`src/rtl/clksw_pkg.sv`:
```
package clksw_pkg;

    typedef enum logic [2:0] {
        SRC_FRC       = 3'd0,
        SRC_FRC_PLL   = 3'd1,
        SRC_PRI       = 3'd2,
        SRC_PRI_PLL   = 3'd3,
        SRC_SEC       = 3'd4,
        SRC_LPRC      = 3'd5,
        SRC_FRC_DIV_A = 3'd6,
        SRC_FRC_DIV_B = 3'd7
    } src_e;

    // bit order: [4] pll, [3] lprc, [2] sec, [1] pri, [0] frc
    typedef struct packed {
        logic pll;
        logic lprc;
        logic sec;
        logic pri;
        logic frc;
    } osc_en_t;

    typedef enum logic [2:0] {
        ST_IDLE,
        ST_READY_WAIT,
        ST_SETTLE,
        ST_HANDOVER,
        ST_HOLD
    } sw_state_e;

    function automatic osc_en_t src_need(src_e s);
        osc_en_t n;
        n = '0;
        case (s)
            SRC_FRC_PLL: begin n.frc = 1'b1; n.pll = 1'b1; end
            SRC_PRI:     n.pri = 1'b1;
            SRC_PRI_PLL: begin n.pri = 1'b1; n.pll = 1'b1; end
            SRC_SEC:     n.sec = 1'b1;
            SRC_LPRC:    n.lprc = 1'b1;
            default:     n.frc = 1'b1;
        endcase
        return n;
    endfunction

    function automatic logic is_xtal(src_e s);
        return (s == SRC_PRI) || (s == SRC_PRI_PLL) || (s == SRC_SEC);
    endfunction

    function automatic logic xtal_on(src_e s, osc_en_t en);
        return (s == SRC_SEC) ? en.sec : en.pri;
    endfunction

    function automatic logic uses_pll(src_e s);
        return (s == SRC_FRC_PLL) || (s == SRC_PRI_PLL);
    endfunction

    function automatic logic pll_cross(src_e a, src_e b);
        return ((a == SRC_PRI_PLL) && (b == SRC_FRC_PLL)) ||
               ((a == SRC_FRC_PLL) && (b == SRC_PRI_PLL));
    endfunction

    function automatic osc_en_t retain(src_e tgt, osc_en_t old, logic wdt, logic sosc);
        osc_en_t r;
        r = src_need(tgt);
        r.lprc = r.lprc | (wdt & old.lprc);
        r.sec  = r.sec  | (sosc & old.sec);
        return r;
    endfunction

endpackage

```
`src/rtl/clksw_tick_sync.sv`:
```
module clksw_tick_sync #(
    parameter int STAGES = 2
) (
    input  logic clk,
    input  logic rst,
    input  logic tgl,
    output logic tick
);
    // sh[0..STAGES-1] synchronise, sh[STAGES] holds the previous value
    logic [STAGES:0] sh;

    always_ff @(posedge clk) begin
        if (rst) sh <= '0;
        else     sh <= {sh[STAGES-1:0], tgl};
    end

    assign tick = sh[STAGES] ^ sh[STAGES-1];
endmodule

```
`src/rtl/clksw_settle_cnt.sv`:
```
module clksw_settle_cnt #(
    parameter int N = 10
) (
    input  logic clk,
    input  logic rst,
    input  logic run,
    input  logic tick,
    output logic done
);
    localparam int W = $clog2(N + 1);
    localparam logic [W-1:0] LAST = W'(N);

    logic [W-1:0] cnt;

    always_ff @(posedge clk) begin
        if (rst || !run)         cnt <= '0;
        else if (tick && !done)  cnt <= cnt + 1'b1;
    end

    assign done = (cnt == LAST);
endmodule

```
`src/rtl/clksw_fsm.sv`:
```
module clksw_fsm
    import clksw_pkg::*;
(
    input  logic       clk,
    input  logic       rst,
    input  logic       swen,
    input  logic [2:0] new_src,
    input  logic [2:0] cur_src,
    input  logic       wdt_fscm_on,
    input  logic       sosc_hold,
    input  logic       ost_expired,
    input  logic       pll_locked,
    input  logic       settle_done,
    input  logic       mux_ack,
    output logic       counting,
    output osc_en_t    en_q,
    output logic [2:0] sel_q,
    output logic       swen_clr,
    output logic       cur_upd,
    output logic [2:0] cur_upd_val,
    output logic       lock_clr,
    output logic       fail_clr
);
    sw_state_e state;
    src_e      tgt;
    logic      need_ost;
    src_e      req_new;
    src_e      req_cur;
    logic      src_ready;

    assign req_new   = src_e'(new_src);
    assign req_cur   = src_e'(cur_src);
    assign src_ready = (!need_ost || ost_expired) && (!uses_pll(tgt) || pll_locked);
    assign counting  = (state == ST_SETTLE);
    assign cur_upd_val = tgt;

    always_ff @(posedge clk) begin
        if (rst) begin
            state    <= ST_IDLE;
            en_q     <= '{frc: 1'b1, default: 1'b0};
            sel_q    <= SRC_FRC;
            tgt      <= SRC_FRC;
            need_ost <= 1'b0;
            swen_clr <= 1'b0;
            cur_upd  <= 1'b0;
            lock_clr <= 1'b0;
            fail_clr <= 1'b0;
        end else begin
            swen_clr <= 1'b0;
            cur_upd  <= 1'b0;
            lock_clr <= 1'b0;
            fail_clr <= 1'b0;
            case (state)
                ST_IDLE: begin
                    if (swen) begin
                        if (req_new == req_cur) begin
                            swen_clr <= 1'b1;
                            state    <= ST_HOLD;
                        end else if (pll_cross(req_cur, req_new)) begin
                            state    <= ST_HOLD;
                        end else begin
                            lock_clr <= 1'b1;
                            fail_clr <= 1'b1;
                            tgt      <= req_new;
                            need_ost <= is_xtal(req_new) && !xtal_on(req_new, en_q);
                            en_q     <= osc_en_t'(en_q | src_need(req_new));
                            state    <= ST_READY_WAIT;
                        end
                    end
                end
                ST_READY_WAIT: begin
                    if (src_ready) state <= ST_SETTLE;
                end
                ST_SETTLE: begin
                    if (settle_done) begin
                        sel_q <= tgt;
                        state <= ST_HANDOVER;
                    end
                end
                ST_HANDOVER: begin
                    if (mux_ack) begin
                        en_q     <= retain(tgt, en_q, wdt_fscm_on, sosc_hold);
                        swen_clr <= 1'b1;
                        cur_upd  <= 1'b1;
                        state    <= ST_HOLD;
                    end
                end
                ST_HOLD: begin
                    if (!swen) state <= ST_IDLE;
                end
                default: state <= ST_IDLE;
            endcase
        end
    end
endmodule

```
`src/rtl/clksw_ctrl.sv`:
```
module clksw_ctrl
    import clksw_pkg::*;
#(
    parameter int SETTLE_CYCLES = 10,
    parameter int SYNC_STAGES   = 2
) (
    input  logic       clk,
    input  logic       rst,
    input  logic       swen,
    input  logic [2:0] new_src,
    input  logic [2:0] cur_src,
    input  logic       wdt_fscm_on,
    input  logic       sosc_hold,
    input  logic       ost_expired,
    input  logic       pll_locked,
    input  logic       cand_toggle,
    input  logic       mux_ack,
    output logic [4:0] osc_en,
    output logic [2:0] mux_sel,
    output logic       swen_clr,
    output logic       cur_upd,
    output logic [2:0] cur_upd_val,
    output logic       lock_clr,
    output logic       fail_clr
);
    logic    cand_tick;
    logic    counting;
    logic    settle_done;
    osc_en_t en_q;

    clksw_tick_sync #(.STAGES(SYNC_STAGES)) u_sync (
        .clk  (clk),
        .rst  (rst),
        .tgl  (cand_toggle),
        .tick (cand_tick)
    );

    clksw_settle_cnt #(.N(SETTLE_CYCLES)) u_cnt (
        .clk  (clk),
        .rst  (rst),
        .run  (counting),
        .tick (cand_tick),
        .done (settle_done)
    );

    clksw_fsm u_fsm (
        .clk         (clk),
        .rst         (rst),
        .swen        (swen),
        .new_src     (new_src),
        .cur_src     (cur_src),
        .wdt_fscm_on (wdt_fscm_on),
        .sosc_hold   (sosc_hold),
        .ost_expired (ost_expired),
        .pll_locked  (pll_locked),
        .settle_done (settle_done),
        .mux_ack     (mux_ack),
        .counting    (counting),
        .en_q        (en_q),
        .sel_q       (mux_sel),
        .swen_clr    (swen_clr),
        .cur_upd     (cur_upd),
        .cur_upd_val (cur_upd_val),
        .lock_clr    (lock_clr),
        .fail_clr    (fail_clr)
    );

    assign osc_en = en_q;
endmodule

```
`config.mk`:
```
export PLATFORM = sky130hd
export DESIGN_NAME = clksw_ctrl
export DESIGN_NICKNAME = d
export VERILOG_FILES = /design/src/rtl/clksw_pkg.sv /design/src/rtl/clksw_tick_sync.sv /design/src/rtl/clksw_settle_cnt.sv /design/src/rtl/clksw_fsm.sv /design/src/rtl/clksw_ctrl.sv
export SDC_FILE = /design/constraint.sdc
export NUM_CORES = 1
export LEC_CHECK = 0
export BUFFER_PORTS_ARGS = -buffer_cell sky130_fd_sc_hd__buf_2
export CORE_AREA = 5 5 54 56
export DETAILED_ROUTE_END_ITERATION = 6
export DIE_AREA = 0 0 59 61
export GPL_TIMING_DRIVEN = 1
export PLACE_DENSITY = 0.86
export SKIP_CTS_REPAIR_TIMING = 1
export SLEW_MARGIN = 20
export SYNTH_ARGS = -nofsm -noshare
export SYNTH_HDL_FRONTEND = slang
export SYNTH_SLANG_ARGS = --single-unit
```
`constraint.sdc`:
```
create_clock -name clk -period 4 [get_ports clk]
set_input_delay 0.8 -clock clk [delete_from_list [all_inputs] [get_ports clk]]
set_output_delay 0.8 -clock clk [all_outputs]
set_load 0.02 [all_outputs]
```
# [After elaboration in Yosys (flattened, before gate mapping)]
# Cells that the tools add are included.
# W data, S select, Z words.
[word_totals] out_inout_bits=15 reg_bits=25
[op_classes] muxes=60 n_addsub=1 n_eq_ne=25 bitwise_logic=11 reduce_logical=31
[ops] cell="$mux W1" count=46
[ops] cell="$eq A3 B2 Y1 const B" count=7
[ops] cell="$mux W3" count=7
[ops] cell="$mux W5" count=4
[ops] cell="$eq A3 B3 Y1 const B" count=5
[ops] cell="$pmux W3 S5" count=1
[ops] cell="$eq A3 B1 Y1 const B" count=4
[ops] cell="$ne A2 B2 Y1 const B" count=6
[ops] cell="$reduce_or A4 Y1" count=3
[ops] cell="$pmux W5 S2" count=1
[ops] cell="$reduce_and A5 Y1" count=2
[ops] cell="$reduce_or A2 Y1" count=5
[ops] cell="$logic_or A1 B1 Y1" count=7
[ops] cell="$logic_and A1 B1 Y1" count=5
[ops] cell="$logic_not A1 Y1" count=5
[ops] cell="$not A1 Y1" count=5
[ops] cell="$or A5 B5 Y5" count=1
[ops] cell="$add A4 B1 Y4 const B" count=1
[ops] cell="$eq A4 B4 Y1 const B" count=1
[ops] cell="$reduce_and A4 Y1" count=1
[ops] cell="$eq A3 B3 Y1" count=1
[ops] cell="$logic_not A3 Y1" count=1
[ops] cell="$and A1 B1 Y1" count=2
[ops] cell="$ne A2 B1 Y1 const B" count=1
[ops] cell="other kinds (5)" count=6

# [Depth between registers and ports, before layout]
[logic_depth] ltp_word=13 ltp_mapped=7

# [By module]
# A second synthesis with hierarchy kept.
[hier_totals] hier_cells=155 hier_area_um2=1371.3
[by_module_without_submodules] module="clksw_fsm" area_each_um2=1064.8 instances=1 seq_area_each_um2=360.3 cells_each=125
[by_module_without_submodules] module="clksw_settle_cnt" area_each_um2=219.0 instances=1 seq_area_each_um2=80.1 cells_each=23
[by_module_without_submodules] module="clksw_tick_sync" area_each_um2=87.6 instances=1 seq_area_each_um2=60.1 cells_each=7

# [Worst setup path after synthesis]
# Ideal clock, no wire load.
[synth_timing] path_type="input port to flip-flop" from="input new_src[0]" to="register u_fsm.tgt[0] (netlist: u_fsm.cur_upd_val[0])" setup_ns=0.128 setup_slack_ns=1.841 path_buffers=1 arrival_time_ns=2.032 stages=5 path_cell_list="clkbuf_1 nor2_1 a2111oi_4 mux2i_1 nor2_1"
[synth_between] elab_chain_cells=5 word_cells_on_any_way=9 classes_between="3 x eq/ne; 2 x bitwise; 4 x reduce/logical"
[synth_lines] item="start: declaration" line_no="clksw_ctrl.sv:10" rtl="input logic [2:0] new_src,"
[synth_lines] item="$eq A3 B1 Y1 / $eq A3 B2 Y1 (equally long branches)" line_no="clksw_pkg.sv:58, clksw_pkg.sv:59"
[synth_lines] item="$logic_and A1 B1 Y1, on equally long branches" line_no="clksw_pkg.sv:58, clksw_pkg.sv:59"
[synth_lines] item="$logic_or A1 B1 Y1" line_no="clksw_pkg.sv:58" rtl="return ((a == SRC_PRI_PLL) && (b == SRC_FRC_PLL)) ||"
[synth_lines] item="$not A1 Y1 (no source line)"
[synth_lines] item="$reduce_and A4 Y1 (no source line)"
[synth_lines] item="end signal: assignment" line_no="clksw_fsm.sv:64" rtl="tgt <= req_new;"
[synth_lines] item="end: declaration" line_no="clksw_fsm.sv:25" rtl="src_e tgt;"
# Several ways; a longest one is shown, not always the timed one.
# A chain may end at the register's enable or synchronous reset.

# [Final worst setup path]
[layout_timing] from="input new_src[1]" to="register u_fsm.need_ost"
[layout_between] elab_chain_cells=5 word_cells_on_any_way=16 classes_between="5 x eq/ne; 1 x mux; 2 x bitwise; 8 x reduce/logical"
[layout_lines] item="$eq A3 B1 Y1 / $eq A3 B2 Y1 (equally long branches)" line_no="clksw_pkg.sv:58, clksw_pkg.sv:46, clksw_pkg.sv:59"
[layout_lines] item="$logic_and A1 B1 Y1, on equally long branches" line_no="clksw_pkg.sv:58, clksw_pkg.sv:59"
[layout_lines] item="$logic_or A1 B1 Y1" line_no="clksw_pkg.sv:58"
[layout_lines] item="$not A1 Y1 (no source line)"
[layout_lines] item="$reduce_and A4 Y1 (no source line)"
[layout_lines] item="end signal: assignment" line_no="clksw_fsm.sv:65" rtl="need_ost <= is_xtal(req_new) && !xtal_on(req_new, en_q);"
[layout_lines] item="end: declaration" line_no="clksw_fsm.sv:26" rtl="logic need_ost;"
# Several ways; a longest one is shown, not always the timed one.

==> summary by stage <==
Timing
The headroom to the max-slew limit is 0.532. The number of max-slew violations in the final report was 0. Timing would allow up to 454 MHz.

Setup violations remaining at the end of the flow were counted as 0. The clock arrives with 0.00263 ns of skew. The time the worst path needs with I/O delays and setup is 2.20 ns. The setup TNS is 0 ns. Setup repair after global routing left no endpoint under its margin. The total count of hold-check failures in the final report is 0. The transition time of the tightest slew-check pin is roughly 0.70 ns. The ratio of final minimum period to clock period is 0.550.

Layout
The most common cell after layout, fill and taps aside is buf_2. Leaving out filler cells and counting taps, the final layout contains 200. The count of filler cells inserted in the layout is 230. From synthesis to final layout, the design area changed by 14.8%. In the final layout, the share of cells above drive strength 1 is 0.229.

After the last flow step, the layout net total stands at 188. The total inserted antenna cells is 0. In the layout the commonest cells are 29 x buf_2, 25 x dfxtp_1, 20 x nor2_1.

Die
The initial utilization of the core area, before any placement, comes to 0.524. The floorplan has 18 rows. The width of the chip is 59 µm. The area of the core is 2390 µm². The floorplan step defined a die boundary enclosing 3600 µm². 30 I/O pins were placed. The die is 61 µm tall.

Global routing
The via count of the first global-routing pass is 1132. The most used routing layer in global routing is met2. The number of antenna violations at the first check in global routing was 0. The overall track demand over capacity in global routing is 0.180. The maximum number of pins on one net before global-route repair is 25. For this run, global-route usage on met3 was measured as 0.0277. For this run, global-route usage on met1 was measured as 0.227.

The first global-routing pass estimated roughly 4900 µm of wire. For this run, global-route usage on met2 was measured as 0.289. The overall overflow remaining after global route is 0.

Synth
The most used flip-flop cell after synthesis is dfxtp_1. The combined area of all synthesized cells is between 1000 and 1500 µm². Yosys attributes the largest share of cell area to dfxtp_1 40%, nor2_1 6.0%, mux2i_1 5.6%, nor2b_1 3.5%, a211oi_1 3.0%. The largest area contributor in the synthesized netlist is dfxtp_1.

The number of enable-type register cells in the synthesized netlist is 0. The proportion of netlist area held by the largest area contributor is 0.400. Of the synthesized area, sequential elements account for 0.400. Yosys mapped the design onto 39 distinct sky130hd cell types. The number of warnings reported in the yosys synthesis log is 0. The net count of the mapped netlist is 160. In this run, synthesis produced a sequential element count of 25. The average instance in the mapped netlist occupies 8.75 µm².

The share of flip-flops with an asynchronous set or reset is 0. The cell count after synthesis came out at around 140.

Setup path
Along the worst path, the maximum fanout reaches 9. The signal on the critical path passes through buf_2, xor2_1, a21oi_2, a2111oi_4, nor2_1, a211oi_1. The worst path buffer plus inverter count is 1. Broken down by cell family, the worst path's largest delay share belongs to compound AO/OA/AOI/OAI gates. The biggest cell delay along the critical path is 0.72 ns. The start-to-end type of the worst setup path is input port to flop.

STA puts the critical path data required time at 4.25 ns. The critical path capture point type is a flop. The cell with the largest stage delay on the worst path is a2111oi_4. For the worst setup path, the data arrival time is 2.45 ns. The worst setup path is launched from an input port.

Routing
Using the TritonRoute via totals, the vias-per-cell ratio works out to a little under 6. The detailed router finished its first iteration with 60 violations. In this run the remaining antenna-violating nets after routing total 0. The overall via count from detail_route is 1179. The final layout contains routed wiring with a total length of 3030 µm. The first TritonRoute pass finished after 4 iterations. After detailed routing, the number of remaining DRC violations is 0. After detailed routing, the average wire length per cell comes to around 15 µm.

Power and ir drop
The overall power consumption is 0.815 mW. The leakage power is 0.592 nW. The ratio of total power to cell area is 568 nW/µm².

VDD sags by at most approximately 0.34 mV.

Clock network
The tree is rooted in a clkbuf_4. The number of buffers created by CTS is 3. Counting every sink on the clock net gives 25. The number of levels in the clock H-tree is 1. The clock reaches the later pin of the worst-skew pair after 0.34 ns. The maximum count of clock buffers along a single path is 2. After clock tree synthesis, the clock-pin slew on the worst setup and hold paths is ~0.15 ns. The clock tree from TritonCTS is built.

Worst hold path
The worst hold path belongs to the class flop to flop.

Place
The total placed cells including tap cells is 196. The placer congestion estimate is 0.889. Port buffering added 29 buffers. After legalization and detailed placement, the total HPWL measured 2270 µm.

Run
The tool flagged a number of max-cap violations equal to 0.

Run status
The run finished with clean final reports.
==> synth_stat cells, types with 2 or more instances <==
cell and count:
nor3b_1 2, nand2_1 9, xor2_1 4, nor3_1 5
a211oi_1 5, a311oi_1 3, nand3b_1 4, buf_2 2
xnor2_1 2, and2_1 2, a21oi_1 3, ha_1 2
a21oi_2 2, inv_1 4, nand3_1 3, mux2i_1 7
o21ai_1 2, a21o_1 2, o21ai_0 4, or2_2 2
nor2_1 20, nor2b_1 7, clkbuf_1 3, nand4_1 3
dfxtp_1 25, a31oi_1 3
==> state kept, by name (all words and copies together) (netlist names) <==
name	cells
u_cnt.cnt	4
u_fsm.cur_upd	1
u_fsm.cur_upd_val	3
u_fsm.en_q	5
u_fsm.lock_clr	1
u_fsm.need_ost	1
u_fsm.sel_q	3
u_fsm.state	3
u_fsm.swen_clr	1
u_sync.sh	3
==> layer usage <==
metal	up-vias	wire length, µm	share of wire
met4	0	71	0.023
met3	7	155	0.051
met2	43	1440	0.48
met1	557	1360	0.45
li1	572	-	-
met5	-	0	0
==> worst reg2reg max path, cell delays in order, from the launching register on <==
cell and delay (ns):
dfxtp_1 0.44, nor3_1 0.30, o21ai_0 0.24, a2111oi_4 0.60, nor2_1 0.11, a211oi_1 0.30
==> stage by stage <==
step	setup WS, ns	util	hold slack (ns)	instance area (µm²)
after floorplan	1.84	-	0.414	1250
after global placement	1.65	0.589	0.420	1410
after detailed placement	1.47	0.589	0.435	1410
after CTS	1.83	0.602	0.464	1440
after global routing	1.68	0.602	0.478	1440
final	1.80	0.602	0.460	1440
==> final timing paths <==
check | startpoint | endpoint | slack (ns) | cells past startpoint
worst max-delay path | new_src[1] | u_fsm.need_ost | 1.80 | 6
worst min-delay path | u_sync.sh[0] | u_sync.sh[1] | 0.46 | 1
worst max register to register | u_fsm.state[1] | u_fsm.need_ost | 1.92 | 5
worst min register to register | u_sync.sh[0] | u_sync.sh[1] | 0.46 | 1
==> cell type report <==
| class | count | area [µm²] | share of cell area |
|---|---|---|---|
| clock buffer | 3 | 22.5 | 0.0157 |
| clock inverter | 1 | 8.76 | 0.00610 |
| inverter | 4 | 15.0 | 0.0105 |
| multi-input combinational | 108 | 707 | 0.492 |
| sequential | 25 | 500 | 0.348 |
| tap | 30 | 37.5 | 0.0261 |
| timing repair buffer | 29 | 145 | 0.101 |
==> kinds of logic after synthesis <==
family,synth area share
AOI/OAI and AO/OA,0.191
buffers and inverters,0.0350
adders and majority gates,0.0200
muxes,0.0560
xor gates and xnor gates,0.0420
DFF,0.400
and+or+nand+nor,0.256
==> where the power goes <==
| group | switching (mW) | total (mW) | internal (mW) |
|---|---|---|---|
| clock network | 0.0860 | 0.127 | 0.0409 |
| registers | 0.0567 | 0.350 | 0.293 |
| logic | 0.201 | 0.339 | 0.138 |
| total | 0.344 | 0.815 | 0.472 |
Note: power is estimated with default switching activity, not from simulation.
